[config.mk]
export PLATFORM = sky130hd
export DESIGN_NAME = pkt_drop_monitor
export DESIGN_NICKNAME = d
export VERILOG_FILES = /design/src/rtl/pdm_pkg.sv /design/src/rtl/pdm_tcp_check.sv /design/src/rtl/pdm_first_log.sv /design/src/rtl/pdm_sat_cnt.sv /design/src/rtl/pkt_drop_monitor.sv
export SDC_FILE = /design/constraint.sdc
export NUM_CORES = 1
export LEC_CHECK = 0
export ABC_AREA = 1
export BUFFER_PORTS_ARGS = -buffer_cell sky130_fd_sc_hd__clkbuf_2
export CAP_MARGIN = 20
export CORE_MARGIN = 3
export CORE_UTILIZATION = 45
export CTS_BUF_LIST = sky130_fd_sc_hd__clkbuf_16
export CTS_CLUSTER_SIZE = 40
export DETAILED_ROUTE_END_ITERATION = 7
export PLACE_DENSITY_LB_ADDON = 0.3
export SLEW_MARGIN = 20
export SYNTH_ARGS = -nofsm -noshare
export SYNTH_HDL_FRONTEND = slang
export SYNTH_SLANG_ARGS = --single-unit
[constraint.sdc]
create_clock -name clk_i -period 4.2 [get_ports clk_i]
set_input_delay 0.84 -clock clk_i [delete_from_list [all_inputs] [get_ports clk_i]]
set_output_delay 0.84 -clock clk_i [all_outputs]
set_load 0.03 [all_outputs]
[src/rtl/pdm_pkg.sv]
package pdm_pkg;
  localparam int NUM_RSN  = 5;
  localparam int RSN_VLAN = 0;
  localparam int RSN_TCAM = 1;
  localparam int RSN_CLS  = 2;
  localparam int RSN_L2   = 3;
  localparam int RSN_TCP  = 4;

  localparam int NUM_ST       = 3;
  localparam int ST_VLAN_PERR = 0;
  localparam int ST_TCAM_PERR = 1;
  localparam int ST_DROP      = 2;

  localparam int TCP_FLAG_W = 6;

  localparam int RA_STATUS = 0;
  localparam int RA_DEBUG  = 1;
  localparam int RA_IRQMSK = 2;
  localparam int RA_LOGMSK = 3;
  localparam int RA_TCPCFG = 4;
  localparam int RA_LOG    = 5;
  localparam int RA_PERR   = 6;
  localparam int RA_DCNT   = 7;
  localparam int RA_BCNT   = 8;
  localparam int NUM_CNT   = 2;
endpackage

[src/rtl/pdm_tcp_check.sv]
module pdm_tcp_check #(
  parameter int FLAG_W = 6
) (
  input  logic [FLAG_W-1:0] flags_i,
  input  logic [FLAG_W-1:0] mask_i,
  input  logic              discard_i,
  output logic              hit_o
);
  assign hit_o = discard_i & (|(flags_i & mask_i));
endmodule

[src/rtl/pdm_first_log.sv]
module pdm_first_log #(
  parameter int W = 8
) (
  input  logic         clk_i,
  input  logic         rst_ni,
  input  logic         cap_i,
  input  logic         armed_i,
  input  logic         clr_i,
  input  logic [W-1:0] data_i,
  output logic [W-1:0] log_o
);
  logic [W-1:0] log_q;

  always_ff @(posedge clk_i or negedge rst_ni) begin
    if (!rst_ni)                log_q <= '0;
    else if (cap_i && armed_i)  log_q <= data_i;
    else if (clr_i)             log_q <= '0;
  end

  assign log_o = log_q;

  // a disarmed log only moves on a clear
  p_frozen_r4: assert property (@(posedge clk_i) disable iff (!rst_ni)
    (!armed_i && !clr_i) |=> $stable(log_q));
endmodule

[src/rtl/pdm_sat_cnt.sv]
module pdm_sat_cnt #(
  parameter int W = 32
) (
  input  logic         clk_i,
  input  logic         rst_ni,
  input  logic         inc_i,
  input  logic         clr_i,
  output logic [W-1:0] cnt_o
);
  localparam logic [W-1:0] MAX = '1;
  logic [W-1:0] cnt_q;

  always_ff @(posedge clk_i or negedge rst_ni) begin
    if (!rst_ni)                    cnt_q <= '0;
    else if (clr_i)                 cnt_q <= inc_i ? W'(1) : '0;
    else if (inc_i && cnt_q != MAX) cnt_q <= cnt_q + W'(1);
  end

  assign cnt_o = cnt_q;

  p_sat_hold_r11: assert property (@(posedge clk_i) disable iff (!rst_ni)
    (cnt_q == MAX && !clr_i) |=> cnt_q == MAX);
  p_clear_r10: assert property (@(posedge clk_i) disable iff (!rst_ni)
    (clr_i && !inc_i) |=> cnt_q == '0);
endmodule

[src/rtl/pkt_drop_monitor.sv]
module pkt_drop_monitor
  import pdm_pkg::*;
#(
  parameter int CNT_W   = 32,
  parameter int VLAN_AW = 12,
  parameter int TCAM_AW = 8,
  parameter int DATA_W  = 32,
  parameter int ADDR_W  = 4
) (
  input  logic                  clk_i,
  input  logic                  rst_ni,
  input  logic                  pkt_valid_i,
  input  logic                  vlan_miss_i,
  input  logic                  tcam_drop_i,
  input  logic                  class_drop_i,
  input  logic                  l2_match_i,
  input  logic                  bad_csum_i,
  input  logic [TCP_FLAG_W-1:0] tcp_flags_i,
  input  logic                  vlan_perr_i,
  input  logic [VLAN_AW-1:0]    vlan_perr_addr_i,
  input  logic                  tcam_perr_i,
  input  logic [TCAM_AW-1:0]    tcam_perr_addr_i,
  input  logic                  reg_wr_i,
  input  logic                  reg_rd_i,
  input  logic [ADDR_W-1:0]     reg_addr_i,
  input  logic [DATA_W-1:0]     reg_wdata_i,
  output logic [DATA_W-1:0]     reg_rdata_o,
  output logic                  drop_o,
  output logic                  irq_o
);
  localparam int TCAM_LSB = 16;
  localparam int TCFG_W   = TCP_FLAG_W + 1;

  logic [NUM_ST-1:0]  status_q, status_d, irq_mask_q, w1c, dbg_set, set_evt;
  logic [NUM_RSN-1:0] log_mask_q, rsn, drop_log;
  logic [TCFG_W-1:0]  tcp_cfg_q;
  logic               tcp_hit, drop_cap;
  logic [VLAN_AW-1:0] vlan_log;
  logic [TCAM_AW-1:0] tcam_log;
  logic [NUM_CNT-1:0] cnt_inc, cnt_clr;
  logic [CNT_W-1:0]   cnt_val [NUM_CNT];
  logic [DATA_W-1:0]  rd_mux, rdata_q;
  logic               wr_st, wr_dbg, wr_imsk, wr_lmsk, wr_tcp;
  logic               unused_wdata;

  assign unused_wdata = ^reg_wdata_i;

  assign wr_st   = reg_wr_i && reg_addr_i == ADDR_W'(RA_STATUS);
  assign wr_dbg  = reg_wr_i && reg_addr_i == ADDR_W'(RA_DEBUG);
  assign wr_imsk = reg_wr_i && reg_addr_i == ADDR_W'(RA_IRQMSK);
  assign wr_lmsk = reg_wr_i && reg_addr_i == ADDR_W'(RA_LOGMSK);
  assign wr_tcp  = reg_wr_i && reg_addr_i == ADDR_W'(RA_TCPCFG);

  pdm_tcp_check #(.FLAG_W(TCP_FLAG_W)) u_tcp (
    .flags_i   (tcp_flags_i),
    .mask_i    (tcp_cfg_q[TCP_FLAG_W-1:0]),
    .discard_i (tcp_cfg_q[TCP_FLAG_W]),
    .hit_o     (tcp_hit)
  );

  always_comb begin
    rsn           = '0;
    rsn[RSN_VLAN] = vlan_miss_i;
    rsn[RSN_TCAM] = tcam_drop_i;
    rsn[RSN_CLS]  = class_drop_i;
    rsn[RSN_L2]   = ~l2_match_i;
    rsn[RSN_TCP]  = tcp_hit;
  end

  assign drop_o   = pkt_valid_i & (|rsn);
  assign drop_cap = pkt_valid_i & (|(rsn & ~log_mask_q));

  // Status: W1C and debug set; hardware events win over a clear
  assign w1c     = wr_st  ? reg_wdata_i[NUM_ST-1:0] : '0;
  assign dbg_set = wr_dbg ? reg_wdata_i[NUM_ST-1:0] : '0;
  always_comb begin
    set_evt               = '0;
    set_evt[ST_VLAN_PERR] = vlan_perr_i;
    set_evt[ST_TCAM_PERR] = tcam_perr_i;
    set_evt[ST_DROP]      = drop_cap & ~status_q[ST_DROP];
  end
  assign status_d = (status_q & ~w1c) | set_evt | dbg_set;

  always_ff @(posedge clk_i or negedge rst_ni) begin
    if (!rst_ni) begin
      status_q   <= '0;
      irq_mask_q <= '0;
      log_mask_q <= '0;
      tcp_cfg_q  <= '0;
    end else begin
      status_q <= status_d;
      if (wr_imsk) irq_mask_q <= reg_wdata_i[NUM_ST-1:0];
      if (wr_lmsk) log_mask_q <= reg_wdata_i[NUM_RSN-1:0];
      if (wr_tcp)  tcp_cfg_q  <= reg_wdata_i[TCFG_W-1:0];
    end
  end

  assign irq_o = |(status_q & ~irq_mask_q);

  pdm_first_log #(.W(NUM_RSN)) u_drop_log (
    .clk_i, .rst_ni,
    .cap_i   (drop_cap),
    .armed_i (~status_q[ST_DROP]),
    .clr_i   (w1c[ST_DROP]),
    .data_i  (rsn & ~log_mask_q),
    .log_o   (drop_log)
  );

  pdm_first_log #(.W(VLAN_AW)) u_vlan_log (
    .clk_i, .rst_ni,
    .cap_i   (vlan_perr_i),
    .armed_i (~status_q[ST_VLAN_PERR]),
    .clr_i   (w1c[ST_VLAN_PERR]),
    .data_i  (vlan_perr_addr_i),
    .log_o   (vlan_log)
  );

  pdm_first_log #(.W(TCAM_AW)) u_tcam_log (
    .clk_i, .rst_ni,
    .cap_i   (tcam_perr_i),
    .armed_i (~status_q[ST_TCAM_PERR]),
    .clr_i   (w1c[ST_TCAM_PERR]),
    .data_i  (tcam_perr_addr_i),
    .log_o   (tcam_log)
  );

  // Counters gated on address match: 0 = drops, 1 = bad checksums
  assign cnt_inc[0] = drop_o & l2_match_i;
  assign cnt_inc[1] = pkt_valid_i & l2_match_i & bad_csum_i;
  assign cnt_clr[0] = reg_rd_i && reg_addr_i == ADDR_W'(RA_DCNT);
  assign cnt_clr[1] = reg_rd_i && reg_addr_i == ADDR_W'(RA_BCNT);

  for (genvar g = 0; g < NUM_CNT; g++) begin : g_cnt
    pdm_sat_cnt #(.W(CNT_W)) u_cnt (
      .clk_i, .rst_ni,
      .inc_i (cnt_inc[g]),
      .clr_i (cnt_clr[g]),
      .cnt_o (cnt_val[g])
    );
  end

  always_comb begin
    rd_mux = '0;
    case (reg_addr_i)
      ADDR_W'(RA_STATUS): rd_mux[NUM_ST-1:0]  = status_q;
      ADDR_W'(RA_IRQMSK): rd_mux[NUM_ST-1:0]  = irq_mask_q;
      ADDR_W'(RA_LOGMSK): rd_mux[NUM_RSN-1:0] = log_mask_q;
      ADDR_W'(RA_TCPCFG): rd_mux[TCFG_W-1:0]  = tcp_cfg_q;
      ADDR_W'(RA_LOG):    rd_mux[NUM_RSN-1:0] = drop_log;
      ADDR_W'(RA_PERR): begin
        rd_mux[VLAN_AW-1:0]                 = vlan_log;
        rd_mux[TCAM_LSB+TCAM_AW-1:TCAM_LSB] = tcam_log;
      end
      ADDR_W'(RA_DCNT):   rd_mux[CNT_W-1:0]   = cnt_val[0];
      ADDR_W'(RA_BCNT):   rd_mux[CNT_W-1:0]   = cnt_val[1];
      default:            rd_mux              = '0;
    endcase
  end

  always_ff @(posedge clk_i or negedge rst_ni) begin
    if (!rst_ni)       rdata_q <= '0;
    else if (reg_rd_i) rdata_q <= rd_mux;
  end

  assign reg_rdata_o = rdata_q;

  p_l2_gate_r9: assert property (@(posedge clk_i) disable iff (!rst_ni)
    (pkt_valid_i && !l2_match_i && !cnt_clr[0]) |=> $stable(cnt_val[0]));
  p_w1c_r5: assert property (@(posedge clk_i) disable iff (!rst_ni)
    (wr_st && reg_wdata_i[ST_DROP] && !drop_cap) |=> !status_q[ST_DROP]);
  p_dbg_set_r6: assert property (@(posedge clk_i) disable iff (!rst_ni)
    wr_dbg |=> ((status_q & $past(reg_wdata_i[NUM_ST-1:0])) == $past(reg_wdata_i[NUM_ST-1:0])));
  p_capture_r3: assert property (@(posedge clk_i) disable iff (!rst_ni)
    (drop_cap && !status_q[ST_DROP]) |=> status_q[ST_DROP]);
endmodule

==> implementation parameters <==
Parameter                              Value

Synth
  Number of synthesized register bits ... 139
  Cells after Synth ... between 1000 and 1500
  Net count after synthesis ... 1277
  Yosys cell types ... 36
  Proportion of synthesized chip area in sequential cells ... 0.413
  Syn avg cell area ... 7.01 sq um
  Netlist area before placement ... ~0.0084 sq mm
  Count of warnings emitted by yosys ... 0

Routing
  Via count of the routed design ... ~8000
  Drt drc ... 0
  Length of the first detailed-routing pass in iterations ... 5
  Final routed wirelength across all metal layers ... approximately 24000 microns
  Antenna violation net count after detailed routing ... 0
  Vias per std cell ... between 5 and 6
  Routed WL per cell ... roughly 16 microns
  Number of DRC markers in iteration 0 ... between 600 and 700

Layout
  Most frequent cells in the layout ... sky130_fd_sc_hd__nand2_1 (393), sky130_fd_sc_hd__dfrtp_1 (139), sky130_fd_sc_hd__nor2_1 (138)
  Seq. cell area ... ~0.0035 sq mm
  Number of diodes ... 0
  Fraction of layout cells with a size suffix above 1 ... 0.150
  Layout area overhead ... 12.9%
  Post-layout nets ... 1347
  Leading cell type in the layout, fill and taps excluded ... sky130_fd_sc_hd__nand2_1
  Area occupied by multi-input gates ... about 0.0042 sq mm
  Filler cell count ... 1803
  Post-layout utilization of the core ... 0.524
  Post-route cell area ... about 0.0095 sq mm

Setup path
  Delay of the slowest cell on the worst path ... between 0.5 and 0.6 ns
  WP data arrival ... between 2 and 3 ns
  R2R Path Start ... g_cnt[0].u_cnt.cnt_o[0]
  Crit-path most repeated cell ... sky130_fd_sc_hd__nand2_1
  Cell with the largest stage delay on the worst path ... sky130_fd_sc_hd__nand2_2
  Setup Crit Path Kind ... input port to register
  Biggest fanout along the worst timing path ... 32
  Worst endpoint required time ... approximately 4.6 ns
  Worst reg2reg path depth ... 11
  Worst reg2reg path endpoint ... g_cnt[0].u_cnt.cnt_o[29]
  Cells traversed along the worst timing path ... clkbuf_2, nand2_1, nor2_1, buf_4, inv_2, nor2_2, buf_4, inv_2, nand2_2, nand2_1, nand2_1
  Capturing element type of the critical path ... register
  Startpoint type of the worst setup path ... input port
  Reg2Reg Setup Slack ... 1.60 ns

STA
  RSZ-0062 raised after global routing ... false
  Final Setup Violations ... 0
  Number of slew-limit violations in the final report ... 0
  Final critical-path share of the clock period ... 0.621
  Minimum setup slack in the final design ... 1.59 ns
  Slew Limit Headroom ... 0.434
  Setup TNS after final layout ... 0 ns
  Final Critical Period ... 2.61 ns
  Clk_skew ... approximately 0.0085 ns
  Timing-limited maximum frequency ... roughly 380 MHz
  Slew at the pin closest to its max-slew limit ... ~0.85 ns
  Number of failing hold endpoints at the final stage ... 0

GRT
  Number of global-route vias before repair ... between 7000 and 8000
  Global-route wire length before repair ... around 40000 microns
  Initial antenna violation count ... 0
  Pin count of the biggest net entering global routing ... 90
  Total grt overflow ... 0
  GR Util All Layers ... 0.247

Hold path
  Hold Startpoint ... reg_rdata_o[16]
  Worst hold path cell count ... 2
  Worst hold path type ... register to register
  Hold-critical path endpoint ... reg_rdata_o[16]

CTS
  Number of gates resized after CTS ... 0
  Clk pin slew, worst setup/hold paths ... 0.06 ns
  Post-CTS setup repair buffer count ... 0
  CTS Sinks ... roughly 140
  Clock tree from TritonCTS ... built
  CTS H-tree depth ... 4
  Number of buffers between clock root and the deepest sink ... 2
  Hold_buf cts ... 0
  Clock network latency to the later pin of the worst-skew pair ... approximately 0.43 ns
  Clock Root Buffer ... sky130_fd_sc_hd__clkbuf_16
  Number of buffers inserted during clock tree synthesis ... 17

Power
  Leakage power ... approximately 4.4 nW
  Total power ... roughly 3.8 mW
  Relative contribution of the clock network to total power ... 0.396
  Max rail drop VDD ... ~0.29 mV
  NetSw ... about 1.2 mW
  Fraction of power consumed by sequential logic ... 0.448
  Power density of the placed cells ... about 400 mW/mm^2
  Fraction of power spent switching nets ... 0.326
  Logic pwr share ... 0.157
  Int Pwr ... roughly 2.6 mW

Placement
  Gpl congestion ... 0.966
  Place WS ... 1.16 ns
  Number of port buffers ... 82
  Instance area after placement ... just under 0.009 sq mm
  HPWL after DPL ... ~17000 microns

Run status
  Run status ... finished, final reports clean

Floorplanning
  Core outline area ... approximately 0.018 sq mm
  Die Ht ... roughly 140 microns
  Die Area ... 0.0204 sq mm
  Number of standard-cell rows in the floorplan ... 49
  Die span in x ... about 140 microns
  Initial core utilization ... 0.464
  Number of top-level pins ... 108

Run
  Count of maximum capacitance violations ... 0
==> worst max-delay path by stage <==
| stage | slack [ns] | endpoint | depth (start not counted) | start |
|---|---|---|---|---|
| 2_1_floorplan | 1.79 | drop_o | 6 | tcp_flags_i[3] |
| 3_3_place_gp | 1.20 | g_cnt[0].u_cnt.cnt_o[30] | 11 | reg_addr_i[0] |
| 3_5_place_dp | 1.16 | g_cnt[0].u_cnt.cnt_o[26] | 12 | reg_addr_i[3] |
| 4_1_cts | 1.59 | g_cnt[0].u_cnt.cnt_o[26] | 11 | g_cnt[0].u_cnt.cnt_o[0] |
| 5_1_grt | 1.33 | g_cnt[0].u_cnt.cnt_o[31] | 11 | reg_addr_i[0] |
| 6_report | 1.59 | g_cnt[0].u_cnt.cnt_o[29] | 11 | reg_addr_i[0] |
==> stage by stage <==
step,hold WS (ns),cells
finish,0.481,1513
global route,0.507,1513
CTS,0.486,1513
detailed placement,0.471,1481
global placement,0.465,1481
floorplan,0.449,1201
==> layer usage <==
layer / GRT usage / vias up / share of wire
met4: 0.0605 / 0 / 0.016
met5: 0 / - / 0
met3: 0.0435 / 29 / 0.053
met2: 0.400 / 245 / 0.47
li1: - / 3987 / -
met1: 0.345 / 3741 / 0.46
==> registers in the layout (all words and copies together), names as in the netlist <==
register,cells
g_cnt.u_cnt.cnt_o,64
reg_rdata_o,32
u_vlan_log.log_o,12
u_tcam_log.log_o,8
tcp_cfg_q,7
log_mask_q,5
u_drop_log.log_o,5
irq_mask_q,3
status_q,3
==> area by class of cell <==
type / count / area share
Multi-Input combinational cell: 898 / 0.441
Sequential cell: 139 / 0.366
Inverter: 126 / 0.0528
Timing Repair Buffer: 89 / 0.0494
Clock buffer: 17 / 0.0448
Tap cell: 229 / 0.0302
Clock inverter: 15 / 0.0161
==> cell usage after synthesis <==
cell | instances | area [sq um]
sky130_fd_sc_hd__o21ai_0 | 85 | 425
sky130_fd_sc_hd__o21ai_1 | 1 | 5.00
sky130_fd_sc_hd__nand3_1 | 135 | 676
sky130_fd_sc_hd__nand3b_1 | 1 | 7.51
sky130_fd_sc_hd__o22ai_1 | 9 | 56.3
sky130_fd_sc_hd__nand3_2 | 1 | 10.0
sky130_fd_sc_hd__inv_2 | 4 | 15.0
sky130_fd_sc_hd__o21bai_1 | 1 | 7.51
sky130_fd_sc_hd__dfrtp_1 | 139 | 3480
sky130_fd_sc_hd__nor4_1 | 1 | 6.26
sky130_fd_sc_hd__nand2_1 | 393 | 1480
sky130_fd_sc_hd__nand4_1 | 2 | 12.5
sky130_fd_sc_hd__buf_2 | 7 | 35.0
sky130_fd_sc_hd__nor2_4 | 7 | 78.8
sky130_fd_sc_hd__nor3_1 | 5 | 25.0
sky130_fd_sc_hd__ha_1 | 2 | 25.0
sky130_fd_sc_hd__o221ai_1 | 13 | 114
sky130_fd_sc_hd__o21ai_2 | 21 | 184
sky130_fd_sc_hd__clkinv_16 | 1 | 30.0
sky130_fd_sc_hd__and2_1 | 1 | 6.26
sky130_fd_sc_hd__nor2_1 | 138 | 518
sky130_fd_sc_hd__nand2_8 | 1 | 20.0
sky130_fd_sc_hd__clkbuf_1 | 19 | 71.3
sky130_fd_sc_hd__nor2_2 | 9 | 56.3
sky130_fd_sc_hd__nand2_2 | 24 | 150
sky130_fd_sc_hd__xnor2_1 | 4 | 35.0
sky130_fd_sc_hd__buf_12 | 4 | 80.1
sky130_fd_sc_hd__buf_6 | 3 | 33.8
sky130_fd_sc_hd__inv_1 | 119 | 447
sky130_fd_sc_hd__buf_1 | 2 | 7.51
sky130_fd_sc_hd__nand2_4 | 2 | 22.5
sky130_fd_sc_hd__xor2_1 | 16 | 140
sky130_fd_sc_hd__inv_4 | 1 | 6.26
sky130_fd_sc_hd__buf_4 | 3 | 22.5
sky130_fd_sc_hd__clkinv_1 | 1 | 3.75
sky130_fd_sc_hd__a21oi_1 | 26 | 130
==> power groups by stage <==
stage	sequential, mW	clock (mW)	combinational [mW]
floorplan	1.70	0	0.402
global placement	1.72	0	0.581
detailed placement	1.72	0	0.593
CTS	1.70	1.52	0.598
global route	1.73	1.57	0.689
finish	1.70	1.51	0.596
==> critical path, delay by kind of cell <==
| family | cells | cell delay (ns) |
|---|---|---|
| buffers and inverters | 5 | 1.06 |
| AND/OR/NAND/NOR | 6 | 1.02 |
==> logic make-up (layout without fill, tap and decap cells) <==
group | count (synthesis) | in the layout | synth area share
buffers and inverters | 164 | 247 | 0.0893
adders and majority gates | 2 | 2 | 0.00297
AOI/OAI and AO/OA | 156 | 156 | 0.110
xor gates and xnor gates | 20 | 20 | 0.0208
and+or+nand+nor | 720 | 720 | 0.364
DFF | 139 | 139 | 0.413
(Power assumes the default switching activity.)
